### config.mk
export PLATFORM = sky130hd
export DESIGN_NAME = fb_base_shadow
export DESIGN_NICKNAME = d
export VERILOG_FILES = /design/src/rtl/fbs_pkg.sv /design/src/rtl/fbs_base_pair.sv /design/src/rtl/fbs_status.sv /design/src/rtl/fbs_readmux.sv /design/src/rtl/fb_base_shadow.sv
export SDC_FILE = /design/constraint.sdc
export NUM_CORES = 1
export LEC_CHECK = 0
export ABC_CLOCK_PERIOD_IN_PS = 1390
export BUFFER_PORTS_ARGS = -buffer_cell sky130_fd_sc_hd__clkbuf_2
export CORE_UTILIZATION = 35
export DETAILED_ROUTE_END_ITERATION = 10
export GPL_TIMING_DRIVEN = 0
export SYNTH_ARGS = -nofsm -noshare
export SYNTH_HDL_FRONTEND = slang
export SYNTH_SLANG_ARGS = --single-unit
### constraint.sdc
create_clock -name clk -period 1.39 [get_ports clk]
set_clock_uncertainty 0.1 [all_clocks]
set_input_delay 0.0695 -clock clk [delete_from_list [all_inputs] [get_ports clk]]
set_output_delay 0.0695 -clock clk [all_outputs]
set_load 0.05 [all_outputs]
### src/rtl/fbs_pkg.sv
package fbs_pkg;
  // register byte offsets
  localparam int OFS_UPPER  = 'h10;
  localparam int OFS_LOWER  = 'h14;
  localparam int OFS_IEN    = 'h18;
  localparam int OFS_STATUS = 'h1C;
  localparam int OFS_CLEAR  = 'h20;
  localparam int NUM_PANELS = 2;

  typedef enum logic [0:0] {
    PANEL_UPPER = 1'b0,
    PANEL_LOWER = 1'b1
  } panel_e;
endpackage

### src/rtl/fbs_base_pair.sv
module fbs_base_pair #(
  parameter int DW = 32,
  parameter int AL = 2
) (
  input  logic          clk,
  input  logic          rst,
  input  logic          wr_hit,
  input  logic [DW-1:0] wr_data,
  input  logic          ctrl_en,
  input  logic          vsync,
  output logic [DW-1:0] prog_q,
  output logic [DW-1:0] cur_q
);
  localparam logic [AL-1:0] ZERO_LO = '0;

  logic copy;
  assign copy = vsync || !ctrl_en;

  always_ff @(posedge clk) begin
    if (rst) begin
      prog_q <= '0;
      cur_q  <= '0;
    end else begin
      if (wr_hit) prog_q <= {wr_data[DW-1:AL], ZERO_LO};
      // copy uses the value before any same-cycle write
      if (copy) cur_q <= prog_q;
    end
  end
endmodule

### src/rtl/fbs_status.sv
module fbs_status (
  input  logic clk,
  input  logic rst,
  input  logic set_evt,
  input  logic clr_evt,
  input  logic ien_we,
  input  logic ien_d,
  output logic status_q,
  output logic ien_q,
  output logic irq_q
);
  logic status_nx, ien_nx;

  // a set on the same edge as a clear wins
  assign status_nx = set_evt || (status_q && !clr_evt);
  assign ien_nx    = ien_we ? ien_d : ien_q;

  always_ff @(posedge clk) begin
    if (rst) begin
      status_q <= 1'b0;
      ien_q    <= 1'b0;
      irq_q    <= 1'b0;
    end else begin
      status_q <= status_nx;
      ien_q    <= ien_nx;
      irq_q    <= status_nx && ien_nx;
    end
  end
endmodule

### src/rtl/fbs_readmux.sv
module fbs_readmux #(
  parameter int DW    = 32,
  parameter int OFF_W = 8
) (
  input  logic [OFF_W-1:0] rd_addr,
  input  logic [DW-1:0]    upper_prog,
  input  logic [DW-1:0]    lower_prog,
  input  logic             ien,
  input  logic             status,
  output logic [DW-1:0]    rd_data
);
  import fbs_pkg::*;

  always_comb begin
    rd_data = '0;
    if (rd_addr == OFF_W'(OFS_UPPER))       rd_data = upper_prog;
    else if (rd_addr == OFF_W'(OFS_LOWER))  rd_data = lower_prog;
    else if (rd_addr == OFF_W'(OFS_IEN))    rd_data[0] = ien;
    else if (rd_addr == OFF_W'(OFS_STATUS)) rd_data[0] = status;
  end
endmodule

### src/rtl/fb_base_shadow.sv
module fb_base_shadow #(
  parameter int DW    = 32,
  parameter int OFF_W = 8,
  parameter int AL    = 2
) (
  input  logic             clk,
  input  logic             rst,
  input  logic             wr_en,
  input  logic [OFF_W-1:0] wr_addr,
  input  logic [DW-1:0]    wr_data,
  input  logic [OFF_W-1:0] rd_addr,
  output logic [DW-1:0]    rd_data,
  input  logic             vsync,
  input  logic             ctrl_en,
  output logic [DW-1:0]    upper_cur,
  output logic [DW-1:0]    lower_cur,
  output logic             swap_ready,
  output logic             irq
);
  import fbs_pkg::*;

  logic [DW-1:0] prog [NUM_PANELS];
  logic [DW-1:0] cur  [NUM_PANELS];
  logic          ien_q;

  for (genvar p = 0; p < NUM_PANELS; p++) begin : g_panel
    localparam int PANEL_OFS = (p == int'(PANEL_UPPER)) ? OFS_UPPER : OFS_LOWER;
    logic hit;
    assign hit = wr_en && (wr_addr == OFF_W'(PANEL_OFS));
    fbs_base_pair #(.DW(DW), .AL(AL)) u_pair (
      .clk(clk), .rst(rst), .wr_hit(hit), .wr_data(wr_data),
      .ctrl_en(ctrl_en), .vsync(vsync), .prog_q(prog[p]), .cur_q(cur[p])
    );
  end

  assign upper_cur = cur[PANEL_UPPER];
  assign lower_cur = cur[PANEL_LOWER];

  logic set_evt, clr_evt, ien_we;
  assign set_evt = vsync && ctrl_en;
  assign clr_evt = wr_en && (wr_addr == OFF_W'(OFS_CLEAR)) && wr_data[0];
  assign ien_we  = wr_en && (wr_addr == OFF_W'(OFS_IEN));

  fbs_status u_status (
    .clk(clk), .rst(rst), .set_evt(set_evt), .clr_evt(clr_evt),
    .ien_we(ien_we), .ien_d(wr_data[0]),
    .status_q(swap_ready), .ien_q(ien_q), .irq_q(irq)
  );

  fbs_readmux #(.DW(DW), .OFF_W(OFF_W)) u_rd (
    .rd_addr(rd_addr), .upper_prog(prog[PANEL_UPPER]), .lower_prog(prog[PANEL_LOWER]),
    .ien(ien_q), .status(swap_ready), .rd_data(rd_data)
  );
endmodule

==> out/metrics.yaml <==
netlist.top_cell.by_area: "dfxtp_1"
synth.cell_area_um2: 5220
fmax_mhz: 556
worstSetupPathType: "in2out"
area_delta_synth_final_pct: 56.1
hold_violations: 0
grt_overflow: 0
die_h_um: 124
rows: 44
cts_tree: "yes"
drtIter0Drc: 500
arrival_ps: 1630
antenna_found_initial: 0
numCtsBuffers: 17
detail_route.wl_per_cell_um: 18.2
seq_area_um2: 2460
clkLatencyLatePin_ps: 410
dp_hpwl_um: 13300
postRouteAntennaNets: 0
synthTopCellsByArea: "dfxtp_1 47%, a21oi_1 12%, o31ai_1 8.8%"
drv_cap: 0
ys_seq_elements: 123
grt_max_degree: 17
antenna_cells: 0
violations: "negative setup slack"
grt_util_all_layers: 0.246
cts_root_buf: "clkbuf_16"
via_per_inst: 5.44
power.total_mw: 8.76
synth.avg_cell_area_um2: 8.42
start_util: 0.359
post-route-drc-count: 0
port_buffers: 143
wl_um: 18600
vias: 5578
syn_inst: 620
yosys.area.top_type_share: 0.471
max-slew-margin-rel: 0.492
worstHoldPathType: "in2reg"
slew_viol_final: 0
drive_gt1_frac: 0.293
drt_pass1_iterations: 5
crit_path_end_kind: "output port"
setup_ws_ps: -407
clock-sinks: 123
die-area_um2: 15400
fin_crit_sh: 1.29
final_area_um2: 8150
ios: 151
grt_pass1_vias: 5386
fillCellCount: 1287
synth_cell_types: 28
tightest_slew_ps: 752
crit_fanout: 10
powerDensity_nw_per_um2: 1070
htree_num_levels: 4
ir_drop_uv: 895
gp_congestion: 0.881
cp.required_ps: 1220
setup_viol: 31
grt_pass1_wl_um: 28500
leakage_nw: 3.10
outcome: "complete, but fails checks"
setup.worst_path.start_class: "input port"
dpl-instance-area_um2: 6460
clockBufferDepth: 2
path_clk_slew_ps: 60
rsz0062_at_grt: "yes"
final.min_clock_period_ps: 1800
design.core.area_um2: 14500
ys_seq_area_frac: 0.471
yosys_warnings: 0
finalNetCount: 881
die_w_um: 124
multiInputGateArea_um2: 2680
==> power breakdown <==
part / internal [mW] / switching, mW / leakage (nW)
Sequential: 3.53 / 0.00513 / 0.991
Combinational: 0.195 / 0.414 / 1.80
Clock: 3.02 / 1.59 / 0.309
Total: 6.75 / 2.01 / 3.10
==> sequential cells by signal (all words and copies together) (netlist names) <==
signal	flops
g_panel.u_pair.cur_q	60
g_panel.u_pair.prog_q	60
u_status.ien_q	1
u_status.irq_q	1
u_status.status_q	1
==> placed cells by master, fill, tap and decap left out, types with 2 or more instances in the layout <==
| cell type | n |
|---|---|
| a21oi_1 | 122 |
| a22o_4 | 30 |
| buf_1 | 3 |
| buf_12 | 6 |
| buf_2 | 6 |
| buf_4 | 6 |
| buf_6 | 7 |
| buf_8 | 9 |
| bufinv_16 | 4 |
| clkbuf_1 | 52 |
| clkbuf_16 | 40 |
| clkbuf_2 | 115 |
| clkbuf_8 | 2 |
| clkinv_2 | 8 |
| conb_1 | 5 |
| dfxtp_1 | 122 |
| dlygate4sd3_1 | 35 |
| inv_1 | 2 |
| nand2_1 | 121 |
| nand2b_1 | 2 |
| nand4_1 | 61 |
| nor2b_1 | 2 |
| nor4_4 | 2 |
| nor4b_1 | 2 |
| o31ai_1 | 60 |
==> logic make-up after synthesis <==
| kind of cell | count (synthesis) | synth area share |
|---|---|---|
| AO/OA/AOI/OAI | 215 | 0.258 |
| AND/OR/NAND/NOR | 199 | 0.192 |
| flip-flops | 123 | 0.471 |
| buffers and inverters | 81 | 0.0757 |
| multiplexers | 1 | 0.00192 |
| other | 1 | 0.000718 |
==> repair_timing <==
item                                    CTS  global route
pin swaps                                 1             2
hold buffers                             35             1
endpoints found under the setup margin   31            62
cloned                                    1             2
endpoints found under the hold margin    63             2
setup buffers                             4             1
resized for setup                        92            32
==> final cells by class <==
type                       instances  share of cell area
multi-input combinational        420               0.328
timing repair buffer             186               0.210
buffer                            78              0.0543
tap                              184              0.0282
inverter                           2            0.000921
clock inverter                    14              0.0216
clock buffer                      18              0.0539
sequential                       123               0.302
==> synthesized netlist by cell type <==
cell      instances
or4b_4            1
nor4_1            1
a22o_1           30
nand2b_1          2
or2_2             1
clkbuf_1         58
inv_1             2
o31ai_1          61
buf_1             3
or4b_1            1
dfxtp_1         123
nor2b_1           2
mux2i_1           1
a21oi_1         122
nand3b_1          1
buf_2             4
or3b_1            1
a31o_2            1
buf_6             9
or4_1             1
a221oi_1          1
conb_1            1
nor4_4            2
nor4b_1           3
nor3b_2           1
nand4_1          61
buf_4             5
nand2_1         121
==> worst max-delay path, stage by stage <==
cell	delay (ps)
clkbuf_2	80
or4b_4	560
buf_6	140
nor4_4	140
buf_6	170
buf_12	150
a22o_4	150
clkbuf_16	160
==> final timing paths <==
path | to | cells after the start | slack [ps] | from
min reg2reg | g_panel[0].u_pair.cur_q[11] | 2 | 350 | g_panel[0].u_pair.cur_q[11]
max reg2reg | u_status.irq_q | 3 | 370 | u_status.ien_q
max | rd_data[20] | 8 | -410 | rd_addr[5]
min | u_status.irq_q | 4 | 9 | wr_addr[7]
==> layer usage <==
layer  up-vias  wire (µm)  track usage  part of all wire
met2       240       8860        0.397              0.47
met3        47       1180       0.0604             0.063
met5         -          0            0                 0
met4         0        612        0.109             0.033
met1      2601       8000        0.309              0.43
li1       2690          -            -                 -
==> metrics by stage <==
| step | setup WS, ps | cells | utilization | TNS (ps) | hold WS, ps |
|---|---|---|---|---|---|
| floorplan | -111 | 624 | - | -3430 | 120 |
| finish | -407 | 1025 | 0.561 | -11850 | 9.18 |
| global route | -449 | 1025 | 0.561 | -13310 | -0.667 |
| detailed placement | -559 | 951 | 0.445 | -42220 | 239 |
| CTS | -449 | 1023 | 0.552 | -12990 | -4.10 |
| global placement | -539 | 951 | 0.445 | -40310 | 245 |
No activity file was read; power rests on OpenSTA's default activity.
